### config.mk
export PLATFORM = sky130hd
export DESIGN_NAME = pla_map_reader
export DESIGN_NICKNAME = d
export VERILOG_FILES = /design/src/rtl/pla_map_pkg.sv /design/src/rtl/pla_map_datapath.sv /design/src/rtl/pla_map_ctrl.sv /design/src/rtl/pla_map_reader.sv
export SDC_FILE = /design/constraint.sdc
export NUM_CORES = 1
export LEC_CHECK = 0
export BUFFER_PORTS_ARGS = -buffer_cell sky130_fd_sc_hd__buf_2
export CAP_MARGIN = 0
export CORE_MARGIN = 5
export CORE_UTILIZATION = 50
export DETAILED_ROUTE_END_ITERATION = 16
export GPL_TIMING_DRIVEN = 0
export PLACE_DENSITY = 0.81
export SETUP_SLACK_MARGIN = 0.2
export SYNTH_ARGS = -nofsm -noshare
export SYNTH_HDL_FRONTEND = slang
export SYNTH_SLANG_ARGS = --single-unit
### constraint.sdc
create_clock -name clk -period 2.2 [get_ports clk]
set_clock_uncertainty 0.1 [all_clocks]
set_input_delay 0.55 -clock clk [delete_from_list [all_inputs] [get_ports clk]]
set_output_delay 0.55 -clock clk [all_outputs]
set_load 0.005 [all_outputs]
### src/rtl/pla_map_pkg.sv
package pla_map_pkg;

  typedef enum logic [2:0] {
    ST_IDLE,
    ST_AND_CAP,
    ST_AND_OUT,
    ST_OR_CAP,
    ST_OR_OUT,
    ST_FIN
  } mapState_t;

  // strobes from the sequencer to the datapath
  typedef struct packed {
    logic clearAll;
    logic capAnd;
    logic capOr;
    logic stepAnd;
    logic enterOr;
    logic stepOrRow;
    logic stepOrCol;
    logic finish;
  } mapStrobe_t;

  // position flags from the datapath back to the sequencer
  typedef struct packed {
    logic lastAndRow;
    logic lastCol;
    logic lastOrRow;
  } mapStatus_t;

endpackage

### src/rtl/pla_map_datapath.sv
module pla_map_datapath
  import pla_map_pkg::*;
#(
  parameter int NIN  = 3,
  parameter int NCOL = 4,
  parameter int NOUT = 2,
  parameter int ROWW = 3,
  parameter int COLW = 2
) (
  input  logic             clk,
  input  logic             rstN,
  input  mapStrobe_t       stb,
  output mapStatus_t       sts,
  output logic [NIN-1:0]   probeX,
  output logic             probeTrueMask,
  output logic             probeCompMask,
  output logic [NCOL-1:0]  probeColSel,
  input  logic             obsZ1,
  input  logic             obsZ2,
  input  logic [NOUT-1:0]  obsF,
  output logic             recIsOr,
  output logic [ROWW-1:0]  recRow,
  output logic [COLW-1:0]  recCol,
  output logic             recLink
);

  localparam int AROWS = 2 * NIN;

  logic            active;
  logic            orPhase;
  logic [ROWW-1:0] rowIdx;
  logic [ROWW-1:0] orRow;
  logic [COLW-1:0] colIdx;
  logic            andLinkQ;
  logic [NOUT:0]   orCapQ;

  assign sts.lastAndRow = (rowIdx == ROWW'(AROWS - 1));
  assign sts.lastCol    = (colIdx == COLW'(NCOL - 1));
  assign sts.lastOrRow  = (orRow == ROWW'(NOUT));

  always_ff @(posedge clk) begin
    if (!rstN) begin
      active   <= 1'b0;
      orPhase  <= 1'b0;
      rowIdx   <= '0;
      orRow    <= '0;
      colIdx   <= '0;
      andLinkQ <= 1'b0;
      orCapQ   <= '0;
    end else begin
      if (stb.clearAll) begin
        active  <= 1'b1;
        orPhase <= 1'b0;
        rowIdx  <= '0;
        orRow   <= '0;
        colIdx  <= '0;
      end
      if (stb.capAnd) andLinkQ <= ~obsZ1;
      if (stb.capOr) begin
        // parity row has no own output: recover it from the row-parity cascade
        orCapQ <= {obsZ2 ^ (^obsF), obsF};
        orRow  <= '0;
      end
      if (stb.stepAnd) begin
        if (sts.lastAndRow) begin
          rowIdx <= '0;
          colIdx <= colIdx + COLW'(1);
        end else begin
          rowIdx <= rowIdx + ROWW'(1);
        end
      end
      if (stb.enterOr) begin
        orPhase <= 1'b1;
        rowIdx  <= '0;
        colIdx  <= '0;
      end
      if (stb.stepOrRow) orRow  <= orRow + ROWW'(1);
      if (stb.stepOrCol) colIdx <= colIdx + COLW'(1);
      if (stb.finish) begin
        active  <= 1'b0;
        orPhase <= 1'b0;
        colIdx  <= '0;
        orRow   <= '0;
      end
    end
  end

  // probe pattern: a function of the registered position only
  always_comb begin
    probeX        = '0;
    probeTrueMask = 1'b1;
    probeCompMask = 1'b1;
    if (active && !orPhase) begin
      for (int k = 0; k < NIN; k++) begin
        if (rowIdx == ROWW'(2 * k)) begin
          probeTrueMask = 1'b0;
          probeX        = '1;
          probeX[k]     = 1'b0;
        end else if (rowIdx == ROWW'(2 * k + 1)) begin
          probeCompMask = 1'b0;
          probeX        = '0;
          probeX[k]     = 1'b1;
        end
      end
    end
  end

  always_comb begin
    for (int j = 0; j < NCOL; j++) begin
      probeColSel[j] = active && (colIdx == COLW'(j));
    end
  end

  always_comb begin
    logic orBit;
    orBit = 1'b0;
    for (int k = 0; k <= NOUT; k++) begin
      if (orRow == ROWW'(k)) orBit = orCapQ[k];
    end
    recIsOr = orPhase;
    recRow  = orPhase ? orRow : rowIdx;
    recCol  = colIdx;
    recLink = orPhase ? orBit : andLinkQ;
  end

endmodule

### src/rtl/pla_map_ctrl.sv
module pla_map_ctrl
  import pla_map_pkg::*;
(
  input  logic       clk,
  input  logic       rstN,
  input  logic       start,
  input  logic       recReady,
  input  mapStatus_t sts,
  output mapStrobe_t stb,
  output logic       recValid,
  output logic       done
);

  mapState_t state;
  mapState_t stateNext;

  always_ff @(posedge clk) begin
    if (!rstN) state <= ST_IDLE;
    else       state <= stateNext;
  end

  always_comb begin
    stb       = '0;
    stateNext = state;
    unique case (state)
      ST_IDLE: begin
        if (start) begin
          stb.clearAll = 1'b1;
          stateNext    = ST_AND_CAP;
        end
      end
      ST_AND_CAP: begin
        stb.capAnd = 1'b1;
        stateNext  = ST_AND_OUT;
      end
      ST_AND_OUT: begin
        if (recReady) begin
          if (sts.lastAndRow && sts.lastCol) begin
            stb.enterOr = 1'b1;
            stateNext   = ST_OR_CAP;
          end else begin
            stb.stepAnd = 1'b1;
            stateNext   = ST_AND_CAP;
          end
        end
      end
      ST_OR_CAP: begin
        stb.capOr = 1'b1;
        stateNext = ST_OR_OUT;
      end
      ST_OR_OUT: begin
        if (recReady) begin
          if (!sts.lastOrRow) begin
            stb.stepOrRow = 1'b1;
          end else if (sts.lastCol) begin
            stb.finish = 1'b1;
            stateNext  = ST_FIN;
          end else begin
            stb.stepOrCol = 1'b1;
            stateNext     = ST_OR_CAP;
          end
        end
      end
      ST_FIN:  stateNext = ST_IDLE;
      default: stateNext = ST_IDLE;
    endcase
  end

  assign recValid = (state == ST_AND_OUT) || (state == ST_OR_OUT);
  assign done     = (state == ST_FIN);

endmodule

### src/rtl/pla_map_reader.sv
module pla_map_reader
  import pla_map_pkg::*;
#(
  parameter int  NIN   = 3,
  parameter int  NCOL  = 4,
  parameter int  NOUT  = 2,
  localparam int AROWS = 2 * NIN,
  localparam int ROWW  = (AROWS > NOUT + 1) ? $clog2(AROWS) : $clog2(NOUT + 1),
  localparam int COLW  = (NCOL > 1) ? $clog2(NCOL) : 1
) (
  input  logic             clk,
  input  logic             rstN,
  input  logic             start,
  output logic             done,
  output logic [NIN-1:0]   probeX,
  output logic             probeTrueMask,
  output logic             probeCompMask,
  output logic [NCOL-1:0]  probeColSel,
  input  logic             obsZ1,
  input  logic             obsZ2,
  input  logic [NOUT-1:0]  obsF,
  output logic             recValid,
  input  logic             recReady,
  output logic             recIsOr,
  output logic [ROWW-1:0]  recRow,
  output logic [COLW-1:0]  recCol,
  output logic             recLink
);

  mapStrobe_t stb;
  mapStatus_t sts;

  pla_map_ctrl ctrl (
    .clk      (clk),
    .rstN     (rstN),
    .start    (start),
    .recReady (recReady),
    .sts      (sts),
    .stb      (stb),
    .recValid (recValid),
    .done     (done)
  );

  pla_map_datapath #(
    .NIN  (NIN),
    .NCOL (NCOL),
    .NOUT (NOUT),
    .ROWW (ROWW),
    .COLW (COLW)
  ) dp (
    .clk           (clk),
    .rstN          (rstN),
    .stb           (stb),
    .sts           (sts),
    .probeX        (probeX),
    .probeTrueMask (probeTrueMask),
    .probeCompMask (probeCompMask),
    .probeColSel   (probeColSel),
    .obsZ1         (obsZ1),
    .obsZ2         (obsZ2),
    .obsF          (obsF),
    .recIsOr       (recIsOr),
    .recRow        (recRow),
    .recCol        (recCol),
    .recLink       (recLink)
  );

endmodule

==> Flow_metrics.wiki <==
{| class="wikitable"
! Metric !! Value
|-
| Run status || finished, violations left
|-
| Violations in the final reports || negative setup slack
|-
| Leading cell type by number of instances after synthesis || sky130_fd_sc_hd__dfxtp_1
|-
| Drc violations || 0
|-
| H-tree levels || 1
|-
| Highest Clock Rate || 450.4 MHz
|-
| Final setup margin || -0.02040 ns
|-
| Syn_nets || 164
|-
| Die Area || 3549 um^2
|-
| Core box area || 2410 um^2
|-
| Worst hold start || obsZ1
|-
| Die extent in x || 59.57 um
|-
| Starting density of the core || 50.99%
|-
| First-iteration detailed-routing DRC count || 63
|-
| Diode count || 0
|-
| Relative max-transition margin || 63.95%
|-
| Area delta synth->final || 31.98%
|-
| Endpoint arrival time on the critical path || 1.57 ns
|-
| Number of max-slew violations in the final report || 0
|-
| Die Y || 59.57 um
|-
| Count of non-filler cells in the finished layout || 212
|-
| Leak || 0.6692 nW
|-
| Number of cells produced by synthesis || 147
|-
| Number of endpoints failing setup at the final stage || 1
|-
| Total power consumption of the routed design || 0.7400 mW
|-
| Core utilization of the finished layout || 67.29%
|-
| Number of hold buffers added after cts || 0
|-
| Post-Synthesis Cell Area || 1229 um^2
|-
| Post-synthesis sequential area ratio || 27.70%
|-
| Register clock-pin slew on the reported worst setup and hold paths || 0.11 ns
|-
| Global-route usage over all layers || 17.95%
|-
| Pre-CTS WS || -0.03185 ns
|-
| Smallest hold slack || 0.3133 ns
|-
| Avg Inst Size Synth || 8.358 um^2
|-
| Element type at the critical path start || register
|-
| Clock buffers created by TritonCTS || 3
|-
| First drt pass iteration count || 4
|-
| Crit-path max FO || 5
|-
| Via-to-Cell Ratio || 5.698
|-
| Worst flop-to-flop path startpoint || dp.orRow[1]$_SDFFE_PP0P_
|-
| Initial antenna violation count || 0
|-
| Count of vias placed by the detailed router || 1208
|-
| Maxcap violations || 0
|-
| Routability cong. || 0.8219
|-
| IO Pins || 26
|-
| Fraction of layout instances using a drive strength above 1 || 40.66%
|-
| Most area-hungry cell type in the Yosys netlist || sky130_fd_sc_hd__dfxtp_1
|-
| Maximum number of pins on one net before global-route repair || 11
|-
| Total of warnings raised by yosys || 0
|-
| Launching element of the worst setup path || dp.rowIdx[1]$_SDFFE_PP0P_
|-
| Antenna-violating nets left || 0
|-
| Estimated wirelength of the detail-placed design || 2137 um
|-
| Insertion delay of the later-clocked pin in the worst-skew pair || 0.30 ns
|-
| Unrepaired setup endpoints after global routing || yes
|-
| Final min period || 2.220 ns
|-
| Rows || 18
|-
| Transition time at the pin with the least slew margin || 0.5391 ns
|-
| P per Cell Area || 456.3 nW/um^2
|-
| CTS Buffer Depth || 2
|-
| GRT Residual Overflow || 0
|-
| Number of synthesized register bits || 17
|-
| Number of global-route vias before repair || 1130
|-
| Critical Path RT || 1.55 ns
|-
| Number of enable flip-flop cells after synthesis || 0
|-
| Top cells by area in the synthesized netlist || sky130_fd_sc_hd__dfxtp_1 28%, sky130_fd_sc_hd__ha_1 9.2%, sky130_fd_sc_hd__a21oi_1 4.5%, sky130_fd_sc_hd__mux2i_1 4.1%, sky130_fd_sc_hd__nand2b_1 3.6%
|-
| Final Cycle Share || 100.9%
|-
| Element type at the critical path end || output port
|-
| Wire length reported by the detailed router || 3079 um
|-
| Clock tree from TritonCTS || done
|-
| Asr flop ratio synth || 0%
|-
| Wire length of the first global-routing pass || 4940 um
|-
| Per-cell routed wire length || 14.52 um
|-
| NumNets Final || 200
|-
| Commonest cells in the synthesized netlist || 17 x sky130_fd_sc_hd__dfxtp_1, 11 x sky130_fd_sc_hd__a21oi_1, 10 x sky130_fd_sc_hd__inv_1, 10 x sky130_fd_sc_hd__nand2_1, 9 x sky130_fd_sc_hd__ha_1
|-
| Top FF cell, synth || sky130_fd_sc_hd__dfxtp_1
|-
| Class of the tightest hold or removal check || in2reg
|-
| Yosys top cell area share || 27.70%
|-
| Clock Sinks || 17
|-
| Total instance count after detailed placement || 201
|-
| Worst setup path class || reg2out
|-
| Count of endpoints failing hold in the final timing report || 0
|-
| Synth unique cells || 45
|-
| CTS root buffer || sky130_fd_sc_hd__clkbuf_4
|-
| VDD IR max || 0.0003107 V
|-
| Total of buffers placed on input and output ports || 24
|}
==> cells by family after synthesis <==
group	after synthesis	share of synthesized area, %
AO/OA/AOI/OAI	32	17.82
XOR/XNOR	4	2.852
adder cells (fa/ha/maj)	9	9.165
buffers and inverters	21	7.128
flip-flops	17	27.70
multiplexers	7	5.906
AND/OR/NAND/NOR	57	29.43
==> final timing paths <==
check	end	slack (ns)	cells after the start
setup / recovery	probeX[0]	-0.02	6
hold / removal	dp.andLinkQ$_SDFFE_PN0P_	0.31	2
setup reg to reg	dp.recCol[0]$_SDFF_PP0_	0.33	7
hold reg to reg	dp.orCapQ[2]$_SDFFE_PN0N_	0.37	2
==> where the power goes <==
part	internal, mW	total, mW	switching, mW
clock network	0.0679	0.181	0.113
registers	0.325	0.344	0.0196
logic	0.104	0.215	0.111
==> critical path: stages, from the launching register on <==
cell	delay [ns]
sky130_fd_sc_hd__dfxtp_2	0.34
sky130_fd_sc_hd__buf_6	0.11
sky130_fd_sc_hd__and2_4	0.15
sky130_fd_sc_hd__ha_4	0.17
sky130_fd_sc_hd__o32a_1	0.29
sky130_fd_sc_hd__nor2_1	0.09
sky130_fd_sc_hd__buf_2	0.12
==> per-layer routing <==
metal  GRT usage, %  wire (um)  share of wire [%]  vias up
met5              0          0                  0        -
met4          4.114         21               0.68        0
met2          33.39       1598                 52       33
met3          3.050        168                5.5        3
met1          21.16       1291                 42      570
li1               -          -                  -      602
==> metrics by stage <==
stage | instance area [um^2] | TNS, ns
floorplan | 1229 | 0
global placement | 1386 | 0
detailed placement | 1386 | -0.03185
CTS | 1584 | -0.007099
global route | 1622 | -0.2241
finish | 1622 | -0.02040
==> flip-flops by register name, indices dropped and copies added, names as in the netlist <==
register     flops
dp.recIsOr       1
dp.orCapQ        3
dp.rowIdx        3
ctrl.state       3
dp.active        1
dp.recCol        2
dp.andLinkQ      1
dp.orRow         3
==> timing repair <==
item | 4_1_cts | 5_1_grt
setup endpoints to repair | 10 | 12
buffers inserted | 6 | 1
gates resized for setup | 35 | 13
pin swaps | 5 | 3
==> placed cells by master, fill, tap and decap left out, drive strengths merged, types with 2 or more instances in the layout <==
master	count
a211oi	2
nor2	7
nand3	8
nand2b	7
o21ai	5
mux2	2
nand4bb	3
a21oi	11
mux2i	5
ha	9
nand3b	4
buf	36
clkbuf	8
nand2	10
and4b	2
a221oi	2
inv	10
o2111ai	3
xnor2	3
and2	5
dfxtp	17
==> layout make-up <==
cell class	instances	area (um^2)
multi-input combinational	109	882.1
fill	194	788.3
sequential	17	352.8
timing repair buffer	31	190.2
buffer	10	81.33
inverter	11	50.05
tap	30	37.54
clock buffer	3	22.52
clock inverter	1	5.005
Note: power is estimated with default switching activity, not from simulation.
